### src/rtl/lcd_scan_pkg.sv
package lcd_scan_pkg;
  typedef enum logic [1:0] {
    DUTY_8  = 2'd0,
    DUTY_11 = 2'd1,
    DUTY_16 = 2'd2
  } duty_e;

  function automatic duty_e duty_from_cfg(input logic two_line, input logic tall_font);
    if (two_line)       return DUTY_16;
    else if (tall_font) return DUTY_11;
    else                return DUTY_8;
  endfunction
endpackage

### src/rtl/lcd_duty_sel.sv
module lcd_duty_sel
  import lcd_scan_pkg::*;
(
  input  logic  clk_i,
  input  logic  rst_ni,
  input  logic  two_line_i,
  input  logic  tall_font_i,
  input  logic  frame_end_i,
  output duty_e duty_o
);
  duty_e duty_q;

  always_ff @(posedge clk_i or negedge rst_ni) begin
    if (!rst_ni)          duty_q <= DUTY_8;
    else if (frame_end_i) duty_q <= duty_from_cfg(two_line_i, tall_font_i);
  end

  assign duty_o = duty_q;

  // mode only moves on a frame boundary
  assert_mode_held_R8: assert property (@(posedge clk_i) disable iff (!rst_ni)
    !frame_end_i |=> $stable(duty_q));
endmodule

### src/rtl/lcd_row_timer.sv
module lcd_row_timer
  import lcd_scan_pkg::*;
#(
  parameter int NUM_COMS  = 16,
  parameter int TALL_ROWS = 11,
  parameter int ROW_LONG  = 400,
  parameter int ROW_SHORT = 200,
  localparam int ROW_W    = $clog2(NUM_COMS),
  localparam int CNT_W    = $clog2(ROW_LONG)
) (
  input  logic             clk_i,
  input  logic             rst_ni,
  input  duty_e            duty_i,
  output logic [ROW_W-1:0] row_o,
  output logic             row_last_o,
  output logic             frame_last_o
);
  logic [CNT_W-1:0] cnt_q, last_cnt;
  logic [ROW_W-1:0] row_q;
  logic [ROW_W:0]   rows;

  always_comb begin
    unique case (duty_i)
      DUTY_16: begin rows = (ROW_W+1)'(NUM_COMS);     last_cnt = CNT_W'(ROW_SHORT - 1); end
      DUTY_11: begin rows = (ROW_W+1)'(TALL_ROWS);    last_cnt = CNT_W'(ROW_LONG - 1);  end
      default: begin rows = (ROW_W+1)'(NUM_COMS / 2); last_cnt = CNT_W'(ROW_LONG - 1);  end
    endcase
  end

  assign row_last_o   = (cnt_q == last_cnt);
  assign frame_last_o = row_last_o && ({1'b0, row_q} == rows - 1'b1);

  always_ff @(posedge clk_i or negedge rst_ni) begin
    if (!rst_ni) begin
      cnt_q <= '0;
      row_q <= '0;
    end else if (row_last_o) begin
      cnt_q <= '0;
      row_q <= frame_last_o ? '0 : row_q + 1'b1;
    end else begin
      cnt_q <= cnt_q + 1'b1;
    end
  end

  assign row_o = row_q;

  assert_row_in_range_R3: assert property (@(posedge clk_i) disable iff (!rst_ni)
    {1'b0, row_q} < rows);
  assert_row_held_R3: assert property (@(posedge clk_i) disable iff (!rst_ni)
    !row_last_o |=> $stable(row_q));
  assert_strobe_restarts_R5: assert property (@(posedge clk_i) disable iff (!rst_ni)
    row_last_o |=> (cnt_q == '0));
  assert_frame_restarts_R8: assert property (@(posedge clk_i) disable iff (!rst_ni)
    frame_last_o |=> (row_q == '0));
endmodule

### src/rtl/lcd_ac_gen.sv
module lcd_ac_gen (
  input  logic clk_i,
  input  logic rst_ni,
  input  logic wave_b_i,
  input  logic row_end_i,
  input  logic frame_end_i,
  output logic ac_o
);
  logic ac_q, flip;

  assign flip = wave_b_i ? frame_end_i : row_end_i;

  always_ff @(posedge clk_i or negedge rst_ni) begin
    if (!rst_ni)   ac_q <= 1'b0;
    else if (flip) ac_q <= ~ac_q;
  end

  assign ac_o = ac_q;

  assert_flip_per_row_R6: assert property (@(posedge clk_i) disable iff (!rst_ni)
    (row_end_i && !wave_b_i) |=> (ac_q != $past(ac_q)));
  assert_hold_in_row_R6: assert property (@(posedge clk_i) disable iff (!rst_ni)
    !row_end_i |=> $stable(ac_q));
  assert_hold_in_frame_R7: assert property (@(posedge clk_i) disable iff (!rst_ni)
    (wave_b_i && !frame_end_i) |=> $stable(ac_q));
endmodule

### src/rtl/lcd_com_decode.sv
module lcd_com_decode #(
  parameter int NUM_COMS = 16,
  localparam int ROW_W   = $clog2(NUM_COMS)
) (
  input  logic                clk_i,
  input  logic                rst_ni,
  input  logic [ROW_W-1:0]    row_i,
  output logic [NUM_COMS-1:0] com_o
);
  for (genvar k = 0; k < NUM_COMS; k++) begin : g_com
    assign com_o[k] = (row_i == ROW_W'(k));
  end

  assert_one_common_R4: assert property (@(posedge clk_i) disable iff (!rst_ni)
    $countones(com_o) == 1);
endmodule

### src/rtl/lcd_scan_timer.sv
module lcd_scan_timer
  import lcd_scan_pkg::*;
#(
  parameter int NUM_COMS  = 16,
  parameter int TALL_ROWS = 11,
  parameter int ROW_LONG  = 400,
  parameter int ROW_SHORT = 200
) (
  input  logic                          clk_i,
  input  logic                          rst_ni,
  input  logic                          two_line_i,
  input  logic                          tall_font_i,
  input  logic                          wave_b_i,
  output logic [NUM_COMS-1:0]           com_sel_o,
  output logic [$clog2(NUM_COMS)-1:0]   row_idx_o,
  output logic                          row_strobe_o,
  output logic                          ac_o
);
  duty_e duty;
  logic  row_end, frame_end;
  logic [$clog2(NUM_COMS)-1:0] row;

  lcd_duty_sel u_duty (
    .clk_i, .rst_ni, .two_line_i, .tall_font_i,
    .frame_end_i(frame_end), .duty_o(duty)
  );

  lcd_row_timer #(
    .NUM_COMS(NUM_COMS), .TALL_ROWS(TALL_ROWS),
    .ROW_LONG(ROW_LONG), .ROW_SHORT(ROW_SHORT)
  ) u_timer (
    .clk_i, .rst_ni, .duty_i(duty),
    .row_o(row), .row_last_o(row_end), .frame_last_o(frame_end)
  );

  lcd_ac_gen u_ac (
    .clk_i, .rst_ni, .wave_b_i,
    .row_end_i(row_end), .frame_end_i(frame_end), .ac_o
  );

  lcd_com_decode #(.NUM_COMS(NUM_COMS)) u_com (
    .clk_i, .rst_ni, .row_i(row), .com_o(com_sel_o)
  );

  assign row_idx_o    = row;
  assign row_strobe_o = row_end;
endmodule

### config.mk
export PLATFORM = sky130hd
export DESIGN_NAME = lcd_scan_timer
export DESIGN_NICKNAME = d
export VERILOG_FILES = /design/src/rtl/lcd_scan_pkg.sv /design/src/rtl/lcd_duty_sel.sv /design/src/rtl/lcd_row_timer.sv /design/src/rtl/lcd_ac_gen.sv /design/src/rtl/lcd_com_decode.sv /design/src/rtl/lcd_scan_timer.sv
export SDC_FILE = /design/constraint.sdc
export NUM_CORES = 1
export LEC_CHECK = 0
export BUFFER_PORTS_ARGS = -buffer_cell sky130_fd_sc_hd__buf_2
export CORE_MARGIN = 1.5
export CORE_UTILIZATION = 45
export DETAILED_ROUTE_END_ITERATION = 10
export GPL_TIMING_DRIVEN = 0
export PLACE_DENSITY = 0.72
export RECOVER_POWER = 100
export SKIP_LAST_GASP = 1
export SLEW_MARGIN = 20
export SYNTH_ARGS = -nofsm -noshare
export SYNTH_HDL_FRONTEND = slang
export SYNTH_SLANG_ARGS = --single-unit
export TNS_END_PERCENT = 20
### constraint.sdc
create_clock -name clk_i -period 1.6 [get_ports clk_i]
set_input_delay 0 -clock clk_i [delete_from_list [all_inputs] [get_ports clk_i]]
set_output_delay 0 -clock clk_i [all_outputs]
set_load 0.03 [all_outputs]
# After elaboration in Yosys (flattened, before gate mapping)

Index checks and enable logic that the tools add are counted.

Input port bits: 5
Register bits: 16
Logic and storage cells: 36
Output and inout port bits: 22

Muxes and demuxes: 7
Eq/ne operators: 19
Bitwise operators: 1
Reduce and logical (&&, ||, !) cells: 2
Add/subtract/negate cells: 3

Operator list:

| kind                                                               | count |
|---|---|
| 4-bit == test, second input constant                               | 8 |
| 9-bit 2-to-1 mux                                                   | 2 |
| 4-bit by 3-bit == test with 1-bit output, second input constant    | 4 |
| 5-bit one-hot mux with 2 select lines                              | 1 |
| 9-bit by 1-bit adder with 9-bit output, second input constant      | 1 |
| 9-bit == test                                                      | 1 |
| 4-bit by 2-bit == test with 1-bit output, second input constant    | 2 |
| 4-bit by 5-bit == test with 1-bit output                           | 1 |
| 5-bit by 1-bit subtractor with 5-bit output, second input constant | 1 |
| 4-bit by 1-bit adder with 4-bit output, second input constant      | 1 |
| 4-bit by 1-bit == test with 1-bit output, second input constant    | 1 |
| 4-bit zero test                                                    | 1 |
| 4-bit 2-to-1 mux                                                   | 1 |
| 2-bit by 1-bit == test with 1-bit output, second input constant    | 1 |
| 2-bit == test, second input constant                               | 1 |
| 1-bit 2-to-1 mux                                                   | 2 |
| 2-bit 2-to-1 mux                                                   | 1 |
| 1-bit logical AND                                                  | 1 |
| 1-bit inverter                                                     | 1 |

# Logic depth before layout (Yosys ltp)

Depth in word-level cells: 6
Depth in mapped cells: 7
Gate-level depth less buffers: 7

# Modules after synthesis

Synthesis repeated with hierarchy kept, for this count alone.

Cell total of the unflattened synthesis: 100
Area, all modules: 1112.3 um^2

By module, submodules not included:

| module         | cells an instance | area each (um^2) | instances | seq. area each (um^2) |
|---|---|---|---|---|
| lcd_row_timer  | 71                | 760.7            | 1         | 325.3 |
| lcd_com_decode | 20                | 226.5            | 1         | 0.0 |
| lcd_duty_sel   | 6                 | 81.3             | 1         | 50.0 |
| lcd_ac_gen     | 3                 | 43.8             | 1         | 25.0 |

# Worst setup path before layout

OpenSTA, ideal clock, no wires.

Path kind: reg-to-reg
Start point: reg u_timer.row_q[0], in the netlist u_timer.row_o[0]
End point: reg u_duty.duty_q[1], in the netlist u_duty.duty_o[1]
Path buffers: 0
Data arrival time: 1582 ps
Period minus slack after synthesis: 1707 ps
Library setup time: 125 ps
Slack: -107 ps
Stages on the path, launching flop included: 5
Required time: 1475 ps
Cells stage by stage: dfrtp_1 nor3b_1 o2111ai_4 nor2_2 mux2_4

Cells in the longest elaborated chain, start to end: 2

Ends and longest elaborated chain:

| item                                     | line                | source |
|---|---|---|
| start: declaration                       | lcd_row_timer.sv:19 | `logic [ROW_W-1:0] row_q;` |
| start signal: assignment                 | lcd_row_timer.sv:39 | `row_q <= frame_last_o ? '0 : row_q + 1'b1;` |
| 4-bit by 5-bit == test with 1-bit output | lcd_row_timer.sv:31 | `assign frame_last_o = row_last_o && ({1'b0, row_q} == rows - 1'b1);` |
| 1-bit logical AND                        | lcd_row_timer.sv:31 |  |
| end signal: assignment                   | lcd_duty_sel.sv:15  | `else if (frame_end_i) duty_q <= duty_from_cfg(two_line_i, tall_font_i);` |
| end: declaration                         | lcd_duty_sel.sv:11  | `duty_e duty_q;` |

No other way between the ends.
A chain may end at the register's enable or synchronous reset.

# Final worst setup path

Start point: reg u_duty.duty_q[0], in the netlist u_duty.duty_o[0]
End point: reg u_duty.duty_q[1], in the netlist u_duty.duty_o[1]

Cells in the longest elaborated chain, start to end: 5
Elaborated cells between the ends (all ways): 8
Those cells by class: add/sub (1); eq/ne (4); mux (2); reduce/logical (1)

Ends and longest elaborated chain:

| item                                                                             | line                | source |
|---|---|---|
| 2-bit by 1-bit == test with 1-bit output / 2-bit == test (equally long branches) | lcd_row_timer.sv:23 | `unique case (duty_i)` |
| 5-bit one-hot mux with 2 select lines                                            | lcd_row_timer.sv:23 |  |
| 5-bit by 1-bit subtractor with 5-bit output                                      | lcd_row_timer.sv:31 |  |
| 4-bit by 5-bit == test with 1-bit output                                         | lcd_row_timer.sv:31 |  |
| 1-bit logical AND *                                                              | lcd_row_timer.sv:31 |  |

Every way passes the cells marked *; elsewhere a longest branch is shown, timed or not.

==> summary by stage <==
Synthesis
The synthesized net count is about 110. The cell area after synthesis is 1040 sq um. The post-synthesis instance total is 101. The average instance in the mapped netlist occupies 10.29 sq um.

Counting flops with an async set or reset pin after synthesis yields a share of 100.0%. The synthesized design devotes to its leading area cell type 38.51% of total area. In the synthesized netlist the dominant register cell turns out to be sky130_fd_sc_hd__dfrtp_1. In this run, synthesis produced a sequential element count of 16. Yosys printed 0 warnings. In the synthesized netlist, the cells that appear most often are 16 x sky130_fd_sc_hd__dfrtp_1, 12 x sky130_fd_sc_hd__and2_1. The synthesized design contains 0 enable-type register cells.

sky130_fd_sc_hd__dfrtp_1 takes more of the synthesized area than any other cell. Of the synthesized area, sequential elements account for between 30% and 40%. The library cell with the highest instance count after synthesis is sky130_fd_sc_hd__dfrtp_1.

Ranked by total cell area, the synthesized netlist is headed by sky130_fd_sc_hd__dfrtp_1 39%, sky130_fd_sc_hd__ha_1 9.6%, sky130_fd_sc_hd__and2_1 7.2%. The number of distinct library cells after synthesis is 32.

Routing
Dividing the detail-routed via count by the number of cells gives between 4 and 5. The vias after detailed routing is between 800 and 900. In the final routed layout, each cell accounts on average for roughly 12 um. For this run, the detailed router's first-pass iteration total came to 4. The detailed router finished its first iteration with 11 violations. The wire length reported by the detailed router is about 2.1 mm. The post-route DRC violation count is 0. The post-route antenna net violation count is 0.

Outcome
The final reports fail on setup timing. The run finished, with violations left.

STA
For the finished layout, the period the worst path requires is approximately 1700 ps. The share of the clock period used by the worst path after layout is 107.5%. The slew at the pin closest to its max-slew limit is approximately 830 ps. Setup violations remaining at the end of the flow were counted as 12. The final number of hold-violating endpoints was 0. In this run the tightest slew margin relative to its limit is 44.76%. Setup repair after global routing could not meet its margin everywhere.

The number of max-slew violations in the final report is 0. Once routing completed, OpenROAD measured the worst setup slack at -120.7 ps. The clock tree skew after final layout is 0.8977 ps. Static timing analysis puts the maximum clock frequency at roughly 580 MHz. The worst hold slack across all endpoints is ~31 ps.

Clock network
The master cell of the clock root buffer is sky130_fd_sc_hd__clkbuf_4. The clock passes through at most 2 buffers. The insertion delay of the later-clocked pin in the worst-skew pair is about 280 ps. TritonCTS created 3 clock buffers. Clock-pin slew was measured on the worst setup and hold paths at 90 ps. The clock sink count is 16.

The number of levels in the clock H-tree is 1. The clock tree from TritonCTS is built.

Final layout
The share of the core filled with cells in the final layout is a little under two thirds. The relative area change from synthesis to final layout is 33.94%. The total non-filler cell area in the finished layout is between 1000 and 1500 sq um. The number of diodes is 0. The post-route netlist has about two fifths of its cells at a drive strength greater than 1. At the end of the flow, the number of nets in the layout was 158.

Power and ir drop
Dividing total power by cell area gives a power density of around 460 nW/um^2. The final total power is roughly 640 uW. The static leakage is 0.0006670 uW. The worst-case vdd ir drop is around 0.42 mV.

Place
Port buffering added 26 buffers. At the placement stage, the worst setup path has a slack of -181.5 ps. The placed standard-cell area is between 1000 and 1500 sq um. The final estimated routing congestion in global placement is roughly 0.76.

The HPWL after detailed placement is between 1.5 and 2 mm.

Die
In this run the count of I/O pins placed on the die edge is 27. In this run the vertical extent of the chip is slightly above 50 um. The die footprint is approximately 2600 sq um. The effective utilization at floorplan is between 40% and 50%. The floorplan step defined a core boundary enclosing around 2200 sq um. The number of rows in the core area is 17. The floorplan step set the die width to 51.07 um.

Critical path
Broken down by cell family, the worst path's largest delay share belongs to flip-flops. The critical path goes through inv_2, ha_4, xor2_4, o2111ai_4, nor2_4, mux2_4. Of all nets on the critical path, the largest fanout is 5. The number of buffers and inverters on the critical path is 1. For this run, the slowest stage of the critical path takes about 400 ps. The critical path data required time is 1770 ps. The arrival time of data at the critical path endpoint is 1890 ps. The type of destination of the critical path is a flop. The type of origin of the critical path is a flop. The type of the worst setup path is flop to flop. Among all stages on the critical path, the largest delay is contributed by sky130_fd_sc_hd__dfrtp_1.

GRT
The global-route usage over all layers is between 15 and 20%. Entering global routing, the biggest net connects 17 pins. The via count of the first global-routing pass is roughly 850. The first-pass GRT wire length is between 3 and 4 mm. For this run the aggregate overflow at the end of global routing stands at 0. The initial antenna violation count is 0.

Min path
The class of the tightest hold or removal check is primary input to flop.

Run
Across the run, the number of max-cap violations was 0.
==> tightest hold or removal path, cell delays in order <==
cell and delay (ps):
sky130_fd_sc_hd__buf_2 80, sky130_fd_sc_hd__a21oi_1 60, sky130_fd_sc_hd__xor2_1 140
==> what timing repair did <==
item                                   CTS  global route
hold buffers                             3             0
endpoints found under the hold margin   18             0
setup buffers                            7             3
gates resized for setup                  7             4
pin swaps                                3             3
setup endpoints to repair               12            22
==> layer usage <==
layer | vias to the layer above | global-route usage, % | wire length [um]
met5 | - | 0 | 0
met4 | 0 | 2.703 | 0
met3 | 0 | 2.632 | 60
met2 | 13 | 34.63 | 1119
met1 | 415 | 20.15 | 917
li1 | 426 | - | -
==> sequential cells by signal, indices dropped and copies added, names as in the netlist <==
signal / cells
u_duty.duty_o: 2
u_timer.cnt_q: 9
u_timer.row_o: 4
u_ac.ac_o: 1
==> layout make-up <==
| cell class | instances | area, sq um |
|---|---|---|
| Inverter | 6 | 25.02 |
| Buffer | 2 | 8.758 |
| Multi-Input combinational cell | 77 | 651.9 |
| Sequential cell | 16 | 401.6 |
| Clock buffer | 4 | 26.28 |
| Tap cell | 28 | 35.03 |
| Fill cell | 183 | 798.3 |
| Timing Repair Buffer | 39 | 244.0 |
==> path summary, 6_finish.rpt <==
check | start | to | slack (ps) | cells after the start
setup / recovery | u_duty.duty_o[0]$_DFFE_PN0P_ | u_duty.duty_o[1]$_DFFE_PN0P_ | -120 | 6
hold / removal | wave_b_i | u_ac.ac_o$_DFFE_PN0P_ | 30 | 3
setup reg to reg | u_duty.duty_o[0]$_DFFE_PN0P_ | u_duty.duty_o[1]$_DFFE_PN0P_ | -120 | 6
hold reg to reg | u_ac.ac_o$_DFFE_PN0P_ | u_ac.ac_o$_DFFE_PN0P_ | 470 | 1
max in group asynchronous | rst_ni | u_timer.row_o[0]$_DFFE_PN0N_ | 710 | 2
min in group asynchronous | rst_ni | u_timer.cnt_q[5]$_DFF_PN0_ | 330 | 2
==> cells by family (layout without fill, tap and decap cells) <==
group                    count (synthesis)  after routing  synth area share, %
AND/OR/NAND/NOR                         51             51                29.12
XOR/XNOR                                 9              9                7.582
adder cells (fa/ha/maj)                  8              8                9.627
buffers and inverters                    8             51                3.130
flip-flops                              16             16                38.51
multiplexers                             2              2                2.406
AO/OA/AOI/OAI                            7              7                9.625
==> placed cells by master, fill, tap and decap left out, types with 2 or more instances in the layout <==
cell type / instances
sky130_fd_sc_hd__o2111ai_4: 2
sky130_fd_sc_hd__and2_1: 12
sky130_fd_sc_hd__clkbuf_1: 6
sky130_fd_sc_hd__o311ai_2: 2
sky130_fd_sc_hd__and3_1: 4
sky130_fd_sc_hd__dlygate4sd3_1: 3
sky130_fd_sc_hd__nor2b_1: 2
sky130_fd_sc_hd__nand3_1: 8
sky130_fd_sc_hd__buf_4: 8
sky130_fd_sc_hd__inv_1: 3
sky130_fd_sc_hd__clkbuf_2: 6
sky130_fd_sc_hd__dfrtp_1: 15
sky130_fd_sc_hd__clkbuf_4: 3
sky130_fd_sc_hd__ha_1: 6
sky130_fd_sc_hd__o21ai_1: 2
sky130_fd_sc_hd__xor2_1: 7
sky130_fd_sc_hd__inv_2: 2
sky130_fd_sc_hd__buf_2: 16
sky130_fd_sc_hd__nand2_1: 5
sky130_fd_sc_hd__buf_6: 3
sky130_fd_sc_hd__nor2_1: 8
==> report_power, final <==
group	total [uW]	internal, uW	switching (uW)	leakage, uW
clock	217	96.6	120	0.0000150
sequential	404	404	0	0.000197
combinational	18.4	8.59	9.82	0.000455
==> through the flow <==
step                setup TNS, ps  cells
global placement           -292.1    155
detailed placement         -509.0    155
global route                -2816    172
floorplan                  -96.24    101
CTS                         -1000    169
finish                     -644.1    172
Note: power is estimated with default switching activity, not from simulation.
